## config.mk

```make
export PLATFORM = sky130hd
export DESIGN_NAME = nor_host_ctrl
export DESIGN_NICKNAME = d
export VERILOG_FILES = /design/src/rtl/nor_pkg.sv /design/src/rtl/nor_tick_cnt.sv /design/src/rtl/nor_poll_judge.sv /design/src/rtl/nor_lane_drv.sv /design/src/rtl/nor_host_ctrl.sv
export SDC_FILE = /design/constraint.sdc
export NUM_CORES = 1
export LEC_CHECK = 0
export BUFFER_PORTS_ARGS = -buffer_cell sky130_fd_sc_hd__buf_2
export CAP_MARGIN = 40
export CORE_UTILIZATION = 40
export DETAILED_ROUTE_END_ITERATION = 8
export GPL_ROUTABILITY_DRIVEN = 0
export GPL_TIMING_DRIVEN = 1
export HOLD_SLACK_MARGIN = 0.1
export PLACE_DENSITY_LB_ADDON = 0.3
export SLEW_MARGIN = 15
export SYNTH_ARGS = -nofsm -noshare
export SYNTH_HDL_FRONTEND = slang
export SYNTH_SLANG_ARGS = --single-unit
```

## constraint.sdc

```tcl
create_clock -name clk -period 2.8 [get_ports clk]
set_input_delay 0.14 -clock clk [delete_from_list [all_inputs] [get_ports clk]]
set_output_delay 0.14 -clock clk [all_outputs]
set_load 0.01 [all_outputs]
```

## src/rtl/nor_pkg.sv

```systemverilog
package nor_pkg;

  typedef enum logic [1:0] {
    OP_WRITE = 2'd0,
    OP_RESET = 2'd1,
    OP_WAIT  = 2'd2,
    OP_NONE  = 2'd3
  } nor_op_e;

  typedef enum logic [3:0] {
    ST_IDLE,
    ST_WR_SU,
    ST_WR_PW,
    ST_WR_HD,
    ST_RST_LO,
    ST_RST_REC,
    ST_WT_PIN,
    ST_RD_ACT,
    ST_RD_GAP
  } nor_state_e;

  // Cycles to spend after the reset pin rises: the ready time counts from the
  // falling edge, but the read recovery time after the rise is a floor.
  function automatic int unsigned rst_after_rise(input int unsigned ready_cyc,
                                                 input int unsigned pulse_cyc,
                                                 input int unsigned rh_cyc);
    int unsigned floor_cyc;
    floor_cyc = pulse_cyc + rh_cyc;
    return ((ready_cyc > floor_cyc) ? ready_cyc : floor_cyc) - pulse_cyc;
  endfunction

  // Status polling verdict for one read against the previous one.
  function automatic logic poll_settled(input logic first_rd,
                                        input logic prev_b6,
                                        input logic cur_b6,
                                        input logic cur_b7,
                                        input logic want_b7);
    return !first_rd && (prev_b6 == cur_b6) && (cur_b7 == want_b7);
  endfunction

endpackage

```

## src/rtl/nor_tick_cnt.sv

```systemverilog
module nor_tick_cnt #(
  parameter int CW = 8
) (
  input  logic          clk,
  input  logic          rst_n,
  input  logic          load,
  input  logic [CW-1:0] load_val,
  output logic          zero
);
  logic [CW-1:0] cnt_q;

  always_ff @(posedge clk or negedge rst_n) begin
    if (!rst_n)            cnt_q <= '0;
    else if (load)         cnt_q <= load_val;
    else if (cnt_q != '0)  cnt_q <= cnt_q - 1'b1;
  end

  assign zero = (cnt_q == '0);
endmodule

```

## src/rtl/nor_poll_judge.sv

```systemverilog
module nor_poll_judge
  import nor_pkg::*;
(
  input  logic clk,
  input  logic rst_n,
  input  logic start,
  input  logic sample,
  input  logic dq6,
  input  logic dq7,
  input  logic exp7,
  output logic settled
);
  logic first_q;
  logic prev6_q;

  always_ff @(posedge clk or negedge rst_n) begin
    if (!rst_n) begin
      first_q <= 1'b1;
      prev6_q <= 1'b0;
    end else if (start) begin
      first_q <= 1'b1;
    end else if (sample) begin
      first_q <= 1'b0;
      prev6_q <= dq6;
    end
  end

  assign settled = poll_settled(first_q, prev6_q, dq6, dq7, exp7);
endmodule

```

## src/rtl/nor_lane_drv.sv

```systemverilog
module nor_lane_drv #(
  parameter int DQ_W  = 16,
  localparam int LANES = DQ_W / 8
) (
  input  logic             drive,
  input  logic             word,
  input  logic [DQ_W-1:0]  data,
  output logic [DQ_W-1:0]  dq_out,
  output logic [LANES-1:0] dq_oe
);
  for (genvar l = 0; l < LANES; l++) begin : g_lane
    logic lane_on;
    assign lane_on = drive && (word || (l == 0));
    assign dq_oe[l] = lane_on;
    assign dq_out[l*8 +: 8] = (word || (l == 0)) ? data[l*8 +: 8] : 8'h00;
  end
endmodule

```

## src/rtl/nor_host_ctrl.sv

```systemverilog
module nor_host_ctrl
  import nor_pkg::*;
#(
  parameter int AW         = 20,
  parameter int DQ_W       = 16,
  parameter int T_SU       = 2,
  parameter int T_WP       = 4,
  parameter int T_HD       = 2,
  parameter int T_RD       = 5,
  parameter int T_RP       = 25,
  parameter int T_RH       = 3,
  parameter int T_RDY_BUSY = 1000,
  parameter int T_RDY_IDLE = 25,
  localparam int LANES     = DQ_W / 8
) (
  input  logic             clk,
  input  logic             rst_n,
  input  logic             poll_mode,
  input  logic             req_valid,
  input  logic [1:0]       req_op,
  input  logic [AW-1:0]    req_addr,
  input  logic [DQ_W-1:0]  req_data,
  input  logic             req_word,
  input  logic             req_launch,
  output logic             req_ready,
  output logic             resp_done,
  output logic             resp_abort,
  output logic [AW-1:0]    fl_addr,
  output logic [DQ_W-1:0]  fl_dq_out,
  output logic [LANES-1:0] fl_dq_oe,
  input  logic [DQ_W-1:0]  fl_dq_in,
  input  logic             fl_ryby,
  output logic             fl_ce_n,
  output logic             fl_we_n,
  output logic             fl_oe_n,
  output logic             fl_rst_n,
  output logic             fl_byte_n
);
  localparam int unsigned REC_BUSY = rst_after_rise(T_RDY_BUSY, T_RP, T_RH);
  localparam int unsigned REC_IDLE = rst_after_rise(T_RDY_IDLE, T_RP, T_RH);
  localparam int CW = $clog2(T_RDY_BUSY + T_RDY_IDLE + T_RP + T_RH + T_SU
                             + T_WP + T_HD + T_RD + 2) + 1;

  nor_state_e st_q, st_d;

  logic          tmr_ld;
  logic [CW-1:0] tmr_val;
  logic          tmr_zero;

  logic [AW-1:0]   addr_q;
  logic [DQ_W-1:0] data_q;
  logic            word_q;
  logic            launch_q;
  logic            exp7_q;
  logic            emb_q;
  logic            rst_emb_q;
  logic            done_q;
  logic            abort_q;
  logic [1:0]      ryby_sync_q;

  // Named internal events
  logic is_idle, wait_active, ryby_s;
  logic ev_acc_wr, ev_acc_wait, ev_acc_rst;
  logic poll_sample, poll_ok, ev_done, ev_abort, wr_finish;

  assign is_idle     = (st_q == ST_IDLE);
  assign wait_active = (st_q == ST_WT_PIN) || (st_q == ST_RD_ACT) || (st_q == ST_RD_GAP);
  assign ryby_s      = ryby_sync_q[1];

  assign ev_acc_wr   = req_valid && is_idle && (req_op == OP_WRITE);
  assign ev_acc_wait = req_valid && is_idle && (req_op == OP_WAIT);
  assign ev_acc_rst  = req_valid && (req_op == OP_RESET) && (is_idle || wait_active);

  assign poll_sample = (st_q == ST_RD_ACT) && tmr_zero;
  assign wr_finish   = (st_q == ST_WR_HD) && tmr_zero;
  assign ev_done     = !ev_acc_rst &&
                       (((st_q == ST_WT_PIN) && ryby_s) || (poll_sample && poll_ok));
  assign ev_abort    = ev_acc_rst && emb_q;

  // Next state and timer loads
  always_comb begin
    st_d    = st_q;
    tmr_ld  = 1'b0;
    tmr_val = '0;
    unique case (st_q)
      ST_IDLE: begin
        if (ev_acc_wr) begin
          st_d = ST_WR_SU;  tmr_ld = 1'b1; tmr_val = CW'(T_SU - 1);
        end else if (ev_acc_rst) begin
          st_d = ST_RST_LO; tmr_ld = 1'b1; tmr_val = CW'(T_RP - 1);
        end else if (ev_acc_wait) begin
          if (poll_mode) begin
            st_d = ST_RD_ACT; tmr_ld = 1'b1; tmr_val = CW'(T_RD - 1);
          end else begin
            st_d = ST_WT_PIN;
          end
        end
      end
      ST_WR_SU: if (tmr_zero) begin
        st_d = ST_WR_PW; tmr_ld = 1'b1; tmr_val = CW'(T_WP - 1);
      end
      ST_WR_PW: if (tmr_zero) begin
        st_d = ST_WR_HD; tmr_ld = 1'b1; tmr_val = CW'(T_HD - 1);
      end
      ST_WR_HD: if (tmr_zero) st_d = ST_IDLE;
      ST_RST_LO: if (tmr_zero) begin
        st_d = ST_RST_REC; tmr_ld = 1'b1;
        tmr_val = rst_emb_q ? CW'(REC_BUSY - 1) : CW'(REC_IDLE - 1);
      end
      ST_RST_REC: if (tmr_zero) st_d = ST_IDLE;
      ST_WT_PIN: begin
        if (ev_acc_rst) begin
          st_d = ST_RST_LO; tmr_ld = 1'b1; tmr_val = CW'(T_RP - 1);
        end else if (ryby_s) begin
          st_d = ST_IDLE;
        end
      end
      ST_RD_ACT: begin
        if (ev_acc_rst) begin
          st_d = ST_RST_LO; tmr_ld = 1'b1; tmr_val = CW'(T_RP - 1);
        end else if (tmr_zero) begin
          st_d = poll_ok ? ST_IDLE : ST_RD_GAP;
        end
      end
      ST_RD_GAP: begin
        if (ev_acc_rst) begin
          st_d = ST_RST_LO; tmr_ld = 1'b1; tmr_val = CW'(T_RP - 1);
        end else begin
          st_d = ST_RD_ACT; tmr_ld = 1'b1; tmr_val = CW'(T_RD - 1);
        end
      end
      default: st_d = ST_IDLE;
    endcase
  end

  always_ff @(posedge clk or negedge rst_n) begin
    if (!rst_n) begin
      st_q        <= ST_IDLE;
      addr_q      <= '0;
      data_q      <= '0;
      word_q      <= 1'b1;
      launch_q    <= 1'b0;
      exp7_q      <= 1'b0;
      emb_q       <= 1'b0;
      rst_emb_q   <= 1'b0;
      done_q      <= 1'b0;
      abort_q     <= 1'b0;
      ryby_sync_q <= 2'b00;
    end else begin
      st_q        <= st_d;
      done_q      <= ev_done;
      abort_q     <= ev_abort;
      ryby_sync_q <= {ryby_sync_q[0], fl_ryby};
      if (ev_acc_wr || ev_acc_wait) addr_q <= req_addr;
      if (ev_acc_wr) begin
        data_q   <= req_data;
        word_q   <= req_word;
        launch_q <= req_launch;
      end
      if (ev_acc_wait) exp7_q <= req_data[7];
      if (ev_acc_rst) rst_emb_q <= emb_q;
      if (ev_acc_rst || ev_done)       emb_q <= 1'b0;
      else if (wr_finish && launch_q)  emb_q <= 1'b1;
    end
  end

  nor_tick_cnt #(.CW(CW)) u_tmr (
    .clk      (clk),
    .rst_n    (rst_n),
    .load     (tmr_ld),
    .load_val (tmr_val),
    .zero     (tmr_zero)
  );

  nor_poll_judge u_judge (
    .clk     (clk),
    .rst_n   (rst_n),
    .start   (ev_acc_wait),
    .sample  (poll_sample),
    .dq6     (fl_dq_in[6]),
    .dq7     (fl_dq_in[7]),
    .exp7    (exp7_q),
    .settled (poll_ok)
  );

  logic wr_drive;
  assign wr_drive = (st_q == ST_WR_SU) || (st_q == ST_WR_PW) || (st_q == ST_WR_HD);

  nor_lane_drv #(.DQ_W(DQ_W)) u_lanes (
    .drive  (wr_drive),
    .word   (word_q),
    .data   (data_q),
    .dq_out (fl_dq_out),
    .dq_oe  (fl_dq_oe)
  );

  assign fl_addr    = addr_q;
  assign fl_ce_n    = !(wr_drive || (st_q == ST_RD_ACT));
  assign fl_we_n    = (st_q != ST_WR_PW);
  assign fl_oe_n    = (st_q != ST_RD_ACT);
  assign fl_rst_n   = (st_q != ST_RST_LO);
  assign fl_byte_n  = word_q;
  assign req_ready  = is_idle;
  assign resp_done  = done_q;
  assign resp_abort = abort_q;
endmodule

```

==> run metrics, run 1 <==
area leader, netlist=dfrtp_1; startpoint types=flip-flop; starting DRC count in detailed routing=115; CTS Buffer Depth=2; Post-synth EDFFs=0; Final Hold Vio Count=0; worst-margin pin slew=0.508 ns; ant diodes=0; Clk Latency, worst-skew pair=0.34 ns; wirelength, routed=6850 um; commonest non-fill, non-tap cell in the layout=buf_2; CTS clock-pin slew for the worst setup and hold paths=0.07 ns; Resize count post-CTS=0; run status=finished clean; final setup vio count=0; # clock sinks=63; IO Pins=107; Top delay family on crit path=simple AND/OR/NAND/NOR gates; Yosys cell types=50; CP Launch Point=st_q[3]; Cell Chain, Critical Path=or4_1, nor2_2, a22oi_1, o21ai_1, mux2_2; yosys warns=0; first-pass GRT wire length=10800 um; Setup TNS=0 ns; CTS root buf=clkbuf_8; Post-synth ARST share=1.00; Rows=31; syn_nets=326; flops & latches, synth=63; Die Ht=89.0 um; Rel. slew slack=0.658; Die W=89.0 um; maximum vdd drop=0.000528 V; min Tclk post-route=2.26 ns; Worst Path Arrival=2.49 ns; critical path fanouts, max=14; CP Capture Type=flip-flop; core area=0.00729 mm^2; layout cells sized above 1=0.421; PD cells=977 mW/mm^2; ys flop type=dfrtp_1; share of the synthesized area in the top cell type=0.504; Residual DRC=0; leakage power=1.98 nW; Fillers=643; DRT Pass-1 Iters=4; vias per std cell=5.01; synthesized area per cell=11.5 um^2; area grow syn2layout=37.6%; Critical Path Stages=5; via count=2496; critical path required time=3.03 ns; Max Slew Vio Count=0; DRT antenna net count=0; largest net degree at the start of global routing=37; reg-to-reg setup timing slack=0.54 ns; initial antenna violation count=0; post-route clock period utilization=0.808; CP endpoint=u_tmr.cnt_q[2]; Syn Std Cell Area=0.00303 mm^2; Buf/Inv on CP=0; cts bufs inserted=9; post-synthesis sequential area ratio=0.521; port bufs=92; Worst Hold Class=in -> async; vias in the first global route=2419; Reg-to-Reg End=u_tmr.cnt_q[2]; fin nets=457; max-cap viol count=0; Worst R2R Path Depth=5; Fin Hold WS=0.120 ns; Slowest-stage cell, CP=or4_1; initial core utilization=0.415; All-Layer GR Usage=0.180; clock skew=0.0105 ns; Gate Count Post-Synth=263; RSZ-0062 raised after global routing=false; GRT Residual Overflow=0; Reg2Reg Launch Point=st_q[3]; top cells by area, synth=dfrtp_1, mux2_2, buf_4; Crit Path Class=reg -> reg; CP peak stage delay=0.66 ns; Achievable Freq=442 MHz; most frequent cells in the layout=buf_2, dfrtp_1, mux2_2, dlygate4sd3_1, nand2_1; Die ar.=0.00792 mm^2; number of H-tree levels=3; wire length per cell=13.8 um; TritonCTS clock tree=done; DP Wirelength=4490 um
==> cell families (layout without fill, tap and decap cells) <==
| logic type | count (synthesis) | in the layout | synth area share |
|---|---|---|---|
| simple gates | 76 | 76 | 0.142 |
| flops | 63 | 63 | 0.521 |
| mux | 43 | 43 | 0.159 |
| compound gates | 38 | 38 | 0.0839 |
| buf+inv | 30 | 166 | 0.0537 |
| xor+xnor | 11 | 11 | 0.0318 |
| fa+ha+maj | 2 | 2 | 0.00826 |
==> worst min-delay path by stage <==
stage,to,cells after the start,slack [ns]
6_report,u_tmr.cnt_q[9],2,0.12
3_3_place_gp,ryby_sync_q[0],1,0.25
3_5_place_dp,ryby_sync_q[0],1,0.25
2_1_floorplan,data_q[0],0,-0.16
5_1_grt,u_tmr.cnt_q[9],2,0.12
4_1_cts,u_judge.first_q,3,0.17
==> timing repair <==
item,in CTS,in global routing
hold buffers,41,0
endpoints found under the hold margin,75,0
buffers inserted,0,0
==> synth_stat cells, drive strengths merged (2+ instances only) <==
cell type	instances
dfrtp	61
mux2	41
nand2	16
buf	15
nor2	14
o21ai	12
and2	10
inv	9
a21oi	8
nor3	8
xor2	7
clkbuf	6
nand2b	4
nand3	4
or3	4
xnor2	4
a32oi	3
nand3b	3
o211ai	3
or4	3
dfstp	2
ha	2
mux2i	2
nand4	2
nor4	2
o221ai	2
o31ai	2
==> layer usage <==
layer	wire length, um	up-vias	share of wire	global-route usage
li1	-	1183	-	-
met1	2840	1223	0.41	0.213
met2	3540	80	0.52	0.309
met3	390	10	0.057	0.0499
met4	81	0	0.012	0.0765
met5	0	-	0	0
==> flip-flops by register name (all words and copies together) (netlist names) <==
| register | count |
|---|---|
| data_q | 16 |
| rst_emb_q | 1 |
| u_judge.prev6_q | 1 |
| u_judge.first_q | 1 |
| exp7_q | 1 |
| emb_q | 1 |
| ryby_sync_q | 2 |
| u_tmr.cnt_q | 12 |
| resp_done | 1 |
| fl_byte_n | 1 |
| launch_q | 1 |
| resp_abort | 1 |
| fl_addr | 20 |
| st_q | 4 |
==> worst reg2reg max path, stage by stage (launching register included) <==
cell and delay (ns):
dfrtp_1 0.53, or4_1 0.67, nor2_2 0.20, a22oi_1 0.19
o21ai_1 0.21, mux2_2 0.36
==> layout make-up <==
cell class | count | area (um^2) | area share
multi-input combinational | 170 | 1290 | 0.309
inverter | 9 | 33.8 | 0.00811
timing repair buffer | 141 | 943 | 0.226
clock buffer | 12 | 155 | 0.0372
tap | 99 | 124 | 0.0297
clock inverter | 4 | 45.0 | 0.0108
sequential | 63 | 1580 | 0.379
==> power breakdown <==
part           internal, mW  switching (mW)  leakage (nW)
clock                 0.455           0.344         0.106
sequential             1.31           0.268         0.776
combinational         0.853           0.843          1.10
total                  2.62            1.46          1.98
==> metrics by stage <==
stage	instance area, um^2	power, mW	utilization	cells	setup slack (ns)
CTS	4150	4.08	0.569	497	0.560
floorplan	3030	2.75	-	263	0.686
detailed placement	3540	3.22	0.485	440	0.578
global route	4170	4.35	0.571	498	0.362
global placement	3540	3.18	0.485	440	0.573
finish	4170	4.07	0.571	498	0.538
Note: power is estimated with default switching activity, not from simulation.
==> run 2: changes to the inputs <==
--- a/config.mk
+++ b/config.mk
@@ -5,6 +5,7 @@
 export SDC_FILE = /design/constraint.sdc
 export NUM_CORES = 1
 export LEC_CHECK = 0
+export ABC_AREA = 1
 export BUFFER_PORTS_ARGS = -buffer_cell sky130_fd_sc_hd__buf_2
 export CAP_MARGIN = 40
 export CORE_UTILIZATION = 40
==> constraint.sdc (replaced) <==
create_clock -name clk -period 1.9 [get_ports clk]
set_input_delay 0.095 -clock clk [delete_from_list [all_inputs] [get_ports clk]]
set_output_delay 0.095 -clock clk [all_outputs]
set_load 0.01 [all_outputs]
==> run 2 against run 1 <==
  * Worst hold slack better by 0.012 ns
  * Maximum frequency is 33% higher
  * Total power up 54%
  * Cell count grew 30%
  * First-iteration DRC count shrank 20%
  * Sequential share of layout area is 2.1 points lower
  * Combinational power increased by 59%
==> run metrics, run 2 <==
run status=finished clean; DP Wirelength=5260 um; worst-margin pin slew=0.509 ns; Worst Path Arrival=1.96 ns; M3 GR Usage=0.0591; Final Worst Setup Slack=0.200 ns; Psw=2.53 mW; Worst R2R Path Depth=7; ant diodes=0; synthesized area per cell=8.02 um^2; syn_nets=471; RSZ-0062 raised after global routing=false; Crit Path Class=reg -> reg; count leader, synth=nand2_1; max reg flops=20; number of H-tree levels=3; vias in the first global route=3099; Die W=92.4 um; Top delay family on crit path=buffers and inverters; Clk Latency, worst-skew pair=0.33 ns; CTS clock-pin slew for the worst setup and hold paths=0.07 ns; Post-CTS Setup Bufs=0; Flop pwr share=0.369; post-synthesis sequential area ratio=0.483; Buf/Inv on CP=3; CP peak stage delay=0.46 ns; DRT Pass-1 Iters=4; Placement Setup Slack=0.164 ns; initial core utilization=0.419; Die ar.=0.00855 mm^2; mux share of post-synthesis cell area=0.00459; area leader, netlist=dfrtp_1; largest net degree at the start of global routing=44; share of the synthesized area in the top cell type=0.467; Synth Area in XOR/XNOR=0.0241; CTS Buffer Depth=2; CTS root buf=clkbuf_8; Final Hold Vio Count=0; Rows=32; routing usage on met1=0.230; grt met2 use=0.345; Worst Hold Path EP=exp7_q; Reg-to-Reg End=fl_byte_n; Pint=3.75 mW; vias per std cell=4.57; most frequent cells in the layout=nand2_1, buf_2, dfrtp_1; combinational power share=0.431; commonest cells in the netlist=nand2_1, dfrtp_1, inv_1; Syn Std Cell Area=0.00327 mm^2; Gate Count Post-Synth=408; leakage power=2.53 nW; area grow syn2layout=34.9%; Slowest-stage cell, CP=dfrtp_1; commonest non-fill, non-tap cell in the layout=nand2_1; TritonCTS clock tree=done; ys flop type=dfrtp_1; layout cells sized above 1=0.289; Yosys cell types=34; Post-synth EDFFs=0; initial antenna violation count=0; flops & latches, synth=63; port bufs=92; compound-gate portion of the synthesized area=0.0382; Setup TNS=0 ns; core area=0.00781 mm^2; largest family of logic cells by synthesized area=simple AND/OR/NAND/NOR gates; Achievable Freq=588 MHz; maximum vdd drop=0.000733 V; Net Sw Frac=0.403; CP Capture Type=flip-flop; Worst Hold Class=in -> reg; critical path fanouts, max=20; Post-synth ARST share=1.00; post-synthesis adder-cell area fraction=0.00765; top cells by area, synth=dfrtp_1, nand2_1, inv_1; max-cap viol count=0; All-Layer GR Usage=0.201; Synth Area in Simple Gates=0.340; min Tclk post-route=1.70 ns; reg-to-reg setup timing slack=0.20 ns; Fillers=696; Rel. slew slack=0.661; IO Pins=107; Critical Path Stages=7; hold path start=req_op[1]; Final Cell Area=0.00441 mm^2; Hold Path Cell Cnt=3; # clock sinks=63; most frequent CP cell=buf_4; final setup vio count=0; fin nets=602; critical path required time=2.16 ns; startpoint types=flip-flop; PD cells=1420 mW/mm^2; Residual DRC=0; via count=2954; wire length per cell=12.0 um; dpl cell area=0.00379 mm^2; yosys warns=0; Die Ht=92.4 um; starting DRC count in detailed routing=92; Clk pwr share=0.200; Cell Chain, Critical Path=nor2_4, nand4_1, buf_4, inv_1, buf_4, nand2_1, o21ai_0; grt peak-use layer=met2; GRT Residual Overflow=0; post-route clock period utilization=0.895; DRT antenna net count=0; first-pass GRT wire length=13500 um; Reg2Reg Launch Point=st_q[0]; cts bufs inserted=9; clock skew=0.00569 ns; Max Slew Vio Count=0; wirelength, routed=7770 um
[run 2: cell families (layout without fill, tap and decap cells)]
| kind of cell | after synthesis | after routing |
|---|---|---|
| AO/OA/AOI/OAI | 21 | 21 |
| XOR/XNOR | 9 | 9 |
| adder cells (fa/ha/maj) | 2 | 2 |
| buffers and inverters | 69 | 205 |
| flip-flops | 63 | 63 |
| multiplexers | 1 | 1 |
| AND/OR/NAND/NOR | 243 | 243 |
[run 2: layout make-up]
cell class | instances | area, um^2 | area share
inverters | 45 | 169 | 0.0383
clock buffers | 10 | 128 | 0.0289
flip-flops and latches | 63 | 1580 | 0.358
clock inverters | 6 | 83.8 | 0.0190
multi-input cells | 276 | 1360 | 0.308
well taps | 102 | 128 | 0.0289
repair buffers | 144 | 966 | 0.219
[run 2: what timing repair did]
| action | 4_1_cts | 5_1_grt |
|---|---|---|
| endpoints found under the hold margin | 61 | 0 |
| setup endpoints to repair | 0 | 2 |
| resized for setup | 0 | 1 |
| hold buffers | 41 | 0 |
[run 2: worst min-delay path, stage by stage]
cell and delay (ns):
buf_2 0.11, nand2_1 0.12, o21ai_0 0.09
[run 2: how the worst max path moves through the flow]
| stage | startpoint | end | slack (ns) |
|---|---|---|---|
| 6_report | st_q[0] | fl_byte_n | 0.20 |
| 3_5_place_dp | u_tmr.cnt_q[0] | u_tmr.cnt_q[6] | 0.16 |
| 2_1_floorplan | u_tmr.cnt_q[0] | u_judge.prev6_q | 0.37 |
| 3_3_place_gp | u_tmr.cnt_q[0] | u_tmr.cnt_q[2] | 0.21 |
| 4_1_cts | u_tmr.cnt_q[0] | u_tmr.cnt_q[9] | 0.15 |
| 5_1_grt | u_tmr.cnt_q[0] | u_tmr.cnt_q[2] | 0.05 |
[run 2: metrics by stage]
step / hold slack, ns / power [mW] / std cells / utilization
CTS: 0.122 / 6.31 / 646 / 0.565
global route: 0.134 / 6.83 / 646 / 0.565
finish: 0.132 / 6.28 / 646 / 0.565
global placement: 0.103 / 4.88 / 589 / 0.485
floorplan: -0.201 / 4.24 / 408 / -
detailed placement: 0.101 / 4.96 / 589 / 0.485
[run 2: metal layers]
metal | up-vias | part of all wire
met5 | - | 0
li1 | 1498 | -
met4 | 0 | 0.027
met2 | 87 | 0.50
met3 | 19 | 0.058
met1 | 1350 | 0.41
[run 2: power groups by stage]
stage	registers, mW	clock network [mW]	logic [mW]
after floorplan	2.34	0	1.90
after global placement	2.30	0	2.58
after detailed placement	2.32	0	2.64
after CTS	2.31	1.29	2.71
after global routing	2.39	1.34	3.10
final	2.32	1.26	2.71
==> run 3: changes to the inputs <==
--- a/config.mk
+++ b/config.mk
@@ -14,6 +14,7 @@
 export GPL_TIMING_DRIVEN = 1
 export HOLD_SLACK_MARGIN = 0.1
 export PLACE_DENSITY_LB_ADDON = 0.3
+export REMOVE_ABC_BUFFERS = 1
 export SLEW_MARGIN = 15
 export SYNTH_ARGS = -nofsm -noshare
 export SYNTH_HDL_FRONTEND = slang
==> constraint.sdc (replaced) <==
create_clock -name clk -period 2.15 [get_ports clk]
set_input_delay 0.1075 -clock clk [delete_from_list [all_inputs] [get_ports clk]]
set_output_delay 0.1075 -clock clk [all_outputs]
set_load 0.01 [all_outputs]
==> run 3 against run 2 <==
  * Non-clock buffer count down 1
  * Worst hold slack better by 0.031 ns
  * First-iteration DRC count up 93%
  * Maximum frequency down 6.0%
  * Sequential cell count unchanged
  * Sequential share of layout area up 0.33 points
  * Cell count down 0.31%
  * Total power down 14%
  * Sequential power down 11%
  * Critical endpoint is now u_tmr.cnt_q[1]
  * Largest cell class unchanged
==> run metrics, run 3 (same netlist as run 2, synthesis figures left out) <==
startpoint types=flip-flop; port bufs=92; CTS Buffer Depth=2; Die Ht=92.4 um; # clock sinks=63; Rows=32; post-route clock period utilization=0.841; CTS clock-pin slew for the worst setup and hold paths=0.07 ns; vias per std cell=4.50; CTS root buf=clkbuf_8; CP Capture Type=flip-flop; Setup TNS=0 ns; combinational power share=0.431; Clk pwr share=0.188; DRT antenna net count=0; Residual DRC=0; initial antenna violation count=0; Achievable Freq=553 MHz; Top delay family on crit path=simple AND/OR/NAND/NOR gates; leakage power=2.51 nW; Resize count post-CTS=0; max reg flops=20; GRT Residual Overflow=0; Max Slew Vio Count=0; most frequent CP cell=nand2_1; Crit Path Class=reg -> reg; vias in the first global route=2808; layout cells sized above 1=0.288; most frequent cells in the layout=nand2_1, buf_2, dfrtp_1; Flop pwr share=0.380; Die ar.=0.00855 mm^2; All-Layer GR Usage=0.196; via count=2896; Clk Latency, worst-skew pair=0.34 ns; DP Wirelength=5300 um; core area=0.00781 mm^2; Buf/Inv on CP=2; PD cells=1240 mW/mm^2; Psw=2.23 mW; commonest non-fill, non-tap cell in the layout=nand2_1; Placement Setup Slack=0.358 ns; final setup vio count=0; number of H-tree levels=3; max-cap viol count=0; Worst Path Arrival=2.04 ns; worst-margin pin slew=0.468 ns; RSZ-0062 raised after global routing=false; Pint=3.21 mW; Final Hold Vio Count=0; Worst Hold Class=in -> reg; Die W=92.4 um; cts bufs inserted=9; IO Pins=107; Cell Chain, Critical Path=inv_1, ha_1, nand4_1, nor2_2, buf_4, or2_2, nand3_1, nand2_1, nand2_1; largest net degree at the start of global routing=38; DRT Pass-1 Iters=4; min Tclk post-route=1.81 ns; wire length per cell=12.1 um; ant diodes=0; area grow syn2layout=33.7%; Net Sw Frac=0.410; Rel. slew slack=0.688; maximum vdd drop=0.000672 V; Slowest-stage cell, CP=dfrtp_1; clock skew=0.00696 ns; TritonCTS clock tree=done; critical path required time=2.38 ns; Final Worst Setup Slack=0.341 ns; fin nets=601; initial core utilization=0.419; CP peak stage delay=0.40 ns; run status=finished clean; wirelength, routed=7780 um; critical path fanouts, max=7; PnR Total Power=5.43 mW; starting DRC count in detailed routing=178; first-pass GRT wire length=13100 um
-- run 3: cell types whose count changed in the layout (fill, tap and decap cells not counted), sizes merged --
cell,previous run,this run
bufinv,2,1
buf,103,102
clkinvlp,0,2
inv,46,45
clkinv,3,2
-- run 3: area by class of cell --
type                       count  area [um^2]
inverter                      45          169
fill                         749         3430
clock buffer                  10          138
timing repair buffer         143          946
multi-input combinational    276         1360
clock inverter                 5         58.8
tap                          102          128
sequential                    63         1580
-- run 3: worst min-delay path, delay by kind of cell --
kind	cells	cell delay, ns
buf+inv	1	0.12
simple gates	1	0.14
compound gates	1	0.09
-- run 3: path summary, 6_finish.rpt --
path                       slack (ns)  cells after the start      startpoint              to
min in group asynchronous        0.31                      3           rst_n  u_tmr.cnt_q[9]
setup reg to reg                 0.34                      9  u_tmr.cnt_q[0]  u_tmr.cnt_q[1]
setup / recovery                 0.34                      9  u_tmr.cnt_q[0]  u_tmr.cnt_q[1]
hold reg to reg                  0.35                      0  ryby_sync_q[0]  ryby_sync_q[1]
max in group asynchronous        1.45                      3           rst_n       fl_byte_n
hold / removal                   0.16                      3       req_op[1]          exp7_q
-- run 3: per-stage QoR --
stage | utilization | cell area [um^2] | cells | hold slack (ns)
2_1_floorplan | - | 3100 | 384 | -0.188
3_5_place_dp | 0.482 | 3770 | 588 | 0.146
6_report | 0.560 | 4370 | 644 | 0.164
4_1_cts | 0.560 | 4370 | 644 | 0.160
5_1_grt | 0.560 | 4370 | 644 | 0.178
3_3_place_gp | 0.482 | 3770 | 588 | 0.138
-- run 3: metal layers --
metal,wire (um),track usage
met5,0,0
met4,95,0.0781
met3,464,0.0632
met2,3610,0.301
met1,3610,0.255
-- run 3: repair_timing --
action	CTS	global route
setup endpoints to repair	0	0
endpoints found under the hold margin	103	0
setup buffers	0	0
hold buffers	41	0
-- run 3: power groups by stage --
stage,combinational [mW],sequential (mW),clock (mW)
floorplan,1.42,2.14,0
global route,2.66,2.13,1.11
detailed placement,2.30,2.07,0
CTS,2.36,2.06,1.05
global placement,2.24,2.06,0
finish,2.34,2.07,1.02
